==> src/rtl/sadc_pkg.sv <==
package sadc_pkg;
  typedef enum logic [1:0] {
    ST_IDLE = 2'd0,
    ST_RUN  = 2'd1,
    ST_CONV = 2'd2
  } sadc_st_e;
endpackage

==> src/rtl/sadc_clkgen.sv <==
module sadc_clkgen #(
  parameter int HALF_DIV = 2
) (
  input  logic clk_i,
  input  logic rst_ni,
  input  logic en_i,
  output logic sclk_o,
  output logic rise_o,
  output logic fall_o
);
  localparam int PW = (HALF_DIV > 1) ? $clog2(HALF_DIV) : 1;

  logic [PW-1:0] ph_q;
  logic          sclk_q;
  logic          tick;

  assign tick   = en_i && (ph_q == PW'(HALF_DIV - 1));
  assign rise_o = tick && !sclk_q;
  assign fall_o = tick && sclk_q;
  assign sclk_o = sclk_q;

  always_ff @(posedge clk_i or negedge rst_ni) begin
    if (!rst_ni) begin
      ph_q   <= '0;
      sclk_q <= 1'b0;
    end else if (!en_i) begin
      ph_q   <= '0;
      sclk_q <= 1'b0;
    end else if (tick) begin
      ph_q   <= '0;
      sclk_q <= ~sclk_q;
    end else begin
      ph_q <= ph_q + PW'(1);
    end
  end

  AST_HALF_PHASE: assert property (@(posedge clk_i) disable iff (!rst_ni)
    (en_i && $past(en_i) && !$stable(sclk_q)) |-> ($past(ph_q) == PW'(HALF_DIV - 1)));
endmodule

==> src/rtl/sadc_capture.sv <==
module sadc_capture #(
  parameter int DATA_W = 10
) (
  input  logic              clk_i,
  input  logic              rst_ni,
  input  logic              shift_i,
  input  logic              last_i,
  input  logic              left_i,
  input  logic              do_i,
  output logic [DATA_W-1:0] data_o,
  output logic              valid_o
);
  logic [DATA_W-2:0] sr_q;
  logic [DATA_W-1:0] word;

  assign word = {sr_q, do_i};

  always_ff @(posedge clk_i or negedge rst_ni) begin
    if (!rst_ni) begin
      sr_q    <= '0;
      data_o  <= '0;
      valid_o <= 1'b0;
    end else begin
      valid_o <= 1'b0;
      if (shift_i) sr_q <= word[DATA_W-2:0];
      if (last_i) begin
        valid_o <= 1'b1;
        // right-justified: first slot is a leading zero
        data_o  <= left_i ? word : {1'b0, word[DATA_W-2:0]};
      end
    end
  end

  AST_VALID_ONE: assert property (@(posedge clk_i) disable iff (!rst_ni)
    valid_o |=> !valid_o);
endmodule

==> src/rtl/sadc_tmo.sv <==
module sadc_tmo #(
  parameter int TMO_CYC = 256
) (
  input  logic clk_i,
  input  logic rst_ni,
  input  logic arm_i,
  input  logic sars_i,
  output logic done_o,
  output logic hit_o,
  output logic err_o
);
  localparam int CW = $clog2(TMO_CYC + 1);

  logic [CW-1:0] cnt_q;
  logic          seen_q;

  assign done_o = arm_i && seen_q && !sars_i;
  assign hit_o  = arm_i && !done_o && (cnt_q == CW'(TMO_CYC - 1));

  always_ff @(posedge clk_i or negedge rst_ni) begin
    if (!rst_ni) begin
      cnt_q  <= '0;
      seen_q <= 1'b0;
      err_o  <= 1'b0;
    end else if (!arm_i) begin
      cnt_q  <= '0;
      seen_q <= 1'b0;
      err_o  <= 1'b0;
    end else begin
      if (sars_i) seen_q <= 1'b1;
      if (cnt_q != CW'(TMO_CYC)) cnt_q <= cnt_q + CW'(1);
      err_o <= hit_o;
    end
  end

  AST_ERR_PULSE: assert property (@(posedge clk_i) disable iff (!rst_ni)
    err_o |=> !err_o);
  AST_CNT_BOUND: assert property (@(posedge clk_i) disable iff (!rst_ni)
    arm_i |-> (cnt_q < CW'(TMO_CYC)));
endmodule

==> src/rtl/sadc_host_seq.sv <==
module sadc_host_seq
  import sadc_pkg::*;
#(
  parameter int DATA_W   = 10,
  parameter int ADDR_W   = 3,
  parameter int SAMP_CYC = 45,
  parameter int HALF_DIV = 2,
  parameter int TMO_CYC  = 256
) (
  input  logic              clk_i,
  input  logic              rst_ni,
  input  logic              start_i,
  input  logic [ADDR_W-1:0] chan_i,
  input  logic              left_just_i,
  input  logic              sars_i,
  input  logic              do_i,
  output logic              sclk_o,
  output logic              di_o,
  output logic [DATA_W-1:0] data_o,
  output logic              valid_o,
  output logic              err_o
);
  localparam int TOT = ADDR_W + SAMP_CYC;
  localparam int RW  = $clog2(TOT + 1);

  sadc_st_e          st_q;
  logic [RW-1:0]     rise_cnt_q;
  logic [ADDR_W-1:0] addr_sr_q;
  logic              di_q;
  logic              left_q;
  logic              rise, fall;
  logic              shift, last;
  logic              done, hit;

  sadc_clkgen #(.HALF_DIV(HALF_DIV)) u_clkgen (
    .clk_i  (clk_i),
    .rst_ni (rst_ni),
    .en_i   (st_q == ST_RUN),
    .sclk_o (sclk_o),
    .rise_o (rise),
    .fall_o (fall)
  );

  assign shift = rise && (rise_cnt_q < RW'(DATA_W));
  assign last  = rise && (rise_cnt_q == RW'(DATA_W - 1));

  sadc_capture #(.DATA_W(DATA_W)) u_capture (
    .clk_i   (clk_i),
    .rst_ni  (rst_ni),
    .shift_i (shift),
    .last_i  (last),
    .left_i  (left_q),
    .do_i    (do_i),
    .data_o  (data_o),
    .valid_o (valid_o)
  );

  sadc_tmo #(.TMO_CYC(TMO_CYC)) u_tmo (
    .clk_i  (clk_i),
    .rst_ni (rst_ni),
    .arm_i  (st_q == ST_CONV),
    .sars_i (sars_i),
    .done_o (done),
    .hit_o  (hit),
    .err_o  (err_o)
  );

  assign di_o = di_q;

  always_ff @(posedge clk_i or negedge rst_ni) begin
    if (!rst_ni) begin
      st_q       <= ST_IDLE;
      rise_cnt_q <= '0;
      addr_sr_q  <= '0;
      di_q       <= 1'b0;
      left_q     <= 1'b0;
    end else begin
      unique case (st_q)
        ST_IDLE: begin
          if (start_i && !sars_i) begin
            left_q     <= left_just_i;
            di_q       <= chan_i[ADDR_W-1];
            addr_sr_q  <= chan_i << 1;
            rise_cnt_q <= '0;
            st_q       <= ST_RUN;
          end
        end
        ST_RUN: begin
          if (rise) rise_cnt_q <= rise_cnt_q + RW'(1);
          if (fall) begin
            // next address bit; zeros once the address is drained
            di_q      <= addr_sr_q[ADDR_W-1];
            addr_sr_q <= addr_sr_q << 1;
            if (rise_cnt_q == RW'(TOT)) begin
              di_q <= 1'b0;
              st_q <= ST_CONV;
            end
          end
        end
        ST_CONV: begin
          if (done || hit) st_q <= ST_IDLE;
        end
        default: st_q <= ST_IDLE;
      endcase
    end
  end

  AST_SCLK_PARKED: assert property (@(posedge clk_i) disable iff (!rst_ni)
    (st_q != ST_RUN) |-> !sclk_o);
  AST_RISE_LIMIT: assert property (@(posedge clk_i) disable iff (!rst_ni)
    (rise_cnt_q <= RW'(TOT)));
  AST_START_GATE: assert property (@(posedge clk_i) disable iff (!rst_ni)
    (st_q == ST_IDLE && sars_i) |=> (st_q == ST_IDLE));
  AST_DI_QUIET: assert property (@(posedge clk_i) disable iff (!rst_ni)
    (st_q == ST_RUN && rise_cnt_q > RW'(ADDR_W)) |-> !di_o);
  AST_VALID_RUN: assert property (@(posedge clk_i) disable iff (!rst_ni)
    valid_o |-> (st_q == ST_RUN));
endmodule

==> config.mk <==
export PLATFORM = sky130hd
export DESIGN_NAME = sadc_host_seq
export DESIGN_NICKNAME = d
export VERILOG_FILES = /design/src/rtl/sadc_pkg.sv /design/src/rtl/sadc_clkgen.sv /design/src/rtl/sadc_capture.sv /design/src/rtl/sadc_tmo.sv /design/src/rtl/sadc_host_seq.sv
export SDC_FILE = /design/constraint.sdc
export NUM_CORES = 1
export LEC_CHECK = 0
export CAP_MARGIN = 20
export CORE_MARGIN = 2
export CORE_UTILIZATION = 30
export DETAILED_ROUTE_END_ITERATION = 6
export GPL_TIMING_DRIVEN = 0
export PLACE_DENSITY = 0.54
export SETUP_SLACK_MARGIN = 0.2
export SLEW_MARGIN = 40
export SYNTH_ARGS = -nofsm -noshare
export SYNTH_HDL_FRONTEND = slang
export SYNTH_SLANG_ARGS = --single-unit
==> constraint.sdc <==
create_clock -name clk_i -period 4.9 [get_ports clk_i]
set_clock_uncertainty 0.2 [all_clocks]
set_input_delay 0.49 -clock clk_i [delete_from_list [all_inputs] [get_ports clk_i]]
set_output_delay 0.49 -clock clk_i [all_outputs]
set_load 0.01 [all_outputs]
==> metrics <==
status=completed; DRT Pass-1 Iters=4; clock group share of total power=between 20% and 30%; critical path type=input pin to flip-flop; Critical Path RT=4880 ps; Hold WC Path Type=flip-flop to flip-flop; Seq pwr share=between 40% and 50%; Layout Nets=between 200 and 250; Setup crit end kind=flip-flop; Post-Layout Inst Area=roughly 2500 um2; Worst Max-Slew Pin Slew=738.4 ps; DRT Wirelength=approximately 3.7 mm; most frequent cells in the layout=dfrtp_1, clkdlybuf4s50_1, nand2_1, mux2_1, a21oi_1; Ports=23; Final min period=between 2000 and 2500 ps; ratio of cells with drive above 1 in the final layout=between 10% and 20%; fillers=between 600 and 700; Placed Area=roughly 2400 um2; initial antenna violation count=0; Vias/cell=between 4 and 5; WL/cell=12.77 um; die width=87.53 um; startpoint type of the worst setup path=input pin; Internal=approximately 0.8 mW; Overall Global Routing Usage=10.88%; CTS root buf=clkbuf_8; net switching power=roughly 0.38 mW; PwrDens=460.7 nW/um2; RSZ-0062 raised after global routing=false; first-pass GRT wire length=around 6.6 mm; clock latency on the worst-skew pair=about 300 ps; combinational group share of total power=between 30% and 40%; Max Cap Viol=0; synth warn=0; CTS tree=built; most common cell after layout, fill and taps aside=dfrtp_1; Placement Rows=30; area grow syn2layout=21.10%; Resize count post-CTS=0; maximum clock frequency=approximately 0.49 GHz; slew margin rel.=around half; 1st-iter DRT viols=64; Die Y=just under 90 um; gr ovfl total=0; clk sinks=45; Clock Path Buffers=2; Setup-failing EPs final=0; Sw Share=around a third; core area=6756 um2; largest net degree at the start of global routing=just over 40; Tcrit/Tclk final=about two fifths; worst slack at placement=around 2600 ps; Yosys cell types=40; Detail Placement HPWL=between 2 and 3 mm; sequential-to-total area share from yosys stat=53.80%; GP Congestion=between 0.7 and 0.8; antenna-violating nets left=0; final setup margin=about 2900 ps; CP arrival=~2000 ps; Initial Util=between 30 and 40%; setup_tns=0 ps; crit path max fanout=6; Via Count=about 1400; die area=7662 um2; total power=1.168 mW; hold_ws=~280 ps; antenna cells=0; post-synthesis register bit count=45; Avg Cell Area, Syn=approximately 12 um2; Mapped Area=~2100 um2; port buffer count=22; Mapped Cells=176; CTS Buf Count=5; clock slew at reported path FFs=90 ps; final count of pins violating max slew=0; DRC violations left=0; vias in the first global route=1402; Worst IR Drop VDD=0.1309 mV; Post-CTS Setup Repair Bufs=0; H-Tree Depth=2; Post-Syn Nets=between 150 and 200; Lkg Pwr=roughly 1.1 nW; Final Hold Vio Count=0
-- metal layers --
metal	vias up	track usage [%]	wire, um
li1	692	-	-
met1	662	15.02	1878
met2	23	16.67	1632
met3	6	2.451	113
met4	0	4.196	53
met5	-	0	0
-- repair_timing --
action / CTS / global route
endpoints found under the hold margin: 5 / 0
setup endpoints to repair: 0 / 0
hold buffers: 1 / 0
-- flip-flops by register name (all words and copies together), names as in the netlist --
register	count
addr_sr_q	2
u_capture.valid_o	1
u_tmo.err_o	1
di_o	1
rise_cnt_q	6
u_capture.data_o	10
u_clkgen.ph_q	1
left_q	1
u_clkgen.sclk_o	1
u_tmo.cnt_q	9
st_q	2
u_capture.sr_q	9
u_tmo.seen_q	1
-- power by group through the flow --
stage	logic, mW	clock network [mW]	registers (mW)
after floorplan	0.226	0	0.574
after global placement	0.349	0	0.583
after detailed placement	0.358	0	0.584
after CTS	0.359	0.250	0.576
after global routing	0.396	0.269	0.594
final	0.353	0.239	0.576
-- cell usage after synthesis, drive strengths merged --
cell     number  area share (%)
nor4b         3             1.6
nand2b        5             1.5
nand4b        1            0.42
a311oi        1            0.42
o31ai         3             1.1
mux2         20              12
ha            6             3.6
inv          10             1.8
mux2i         2            0.96
nor3          5             1.2
and4bb        1            0.78
xnor2         1            0.42
o21ai        11             2.8
a31oi         1            0.30
nor2          7             1.3
or4b          3             1.6
or3           4             1.2
clkbuf        1            0.18
nand3         7             1.9
or4           2            0.72
nand4bb       1            0.78
xor2          2            0.84
dfrtp        45              54
o211ai        1            0.36
nand2        13             2.3
a21o          1            0.36
nand4         3             1.2
a21oi        10             2.4
nor2b         4             1.2
nor3b         1            0.36
buf           1            0.54
-- kinds of logic (layout without fill, tap and decap cells) --
logic type,Yosys count,after routing,synth area share (%)
simple gates,60,60,17.99
flops,45,45,53.80
compound gates,28,28,7.711
mux,22,22,13.15
buf+inv,12,44,2.510
fa+ha+maj,6,6,3.586
xor+xnor,3,3,1.255
-- per-stage QoR --
stage	util (%)	cells
2_1_floorplan	-	176
3_3_place_gp	35.72	278
3_5_place_dp	35.98	279
4_1_cts	37.52	288
5_1_grt	37.52	288
6_report	37.52	288
-- final cells by class --
class,count,area [um2],area share [%]
sequential,45,1126,44.42
multi-input combinational,119,914.6,36.08
timing repair buffer,24,247.7,9.773
tap,80,100.1,3.949
clock buffer,5,68.82,2.715
inverter,10,37.54,1.481
clock inverter,3,25.02,0.9872
buffer,2,15.01,0.5923
-- worst max-delay path: stages --
cell             delay (ps)
clkdlybuf4s50_1         490
or4b_4                  570
o21ai_2                 110
mux2_2                  350
-- worst paths after layout --
| path | start | endpoint | slack (ps) | cells after the start |
|---|---|---|---|---|
| worst max-delay path | sars_i | addr_sr_q[2] | 2870 | 4 |
| worst min-delay path | left_q | left_q | 280 | 2 |
| worst max register to register | st_q[0] | addr_sr_q[2] | 3050 | 3 |
| worst min register to register | left_q | left_q | 280 | 2 |
| max in group asynchronous | rst_ni | addr_sr_q[1] | 3760 | 3 |
| min in group asynchronous | rst_ni | rise_cnt_q[2] | 340 | 2 |
(Power assumes the default switching activity.)
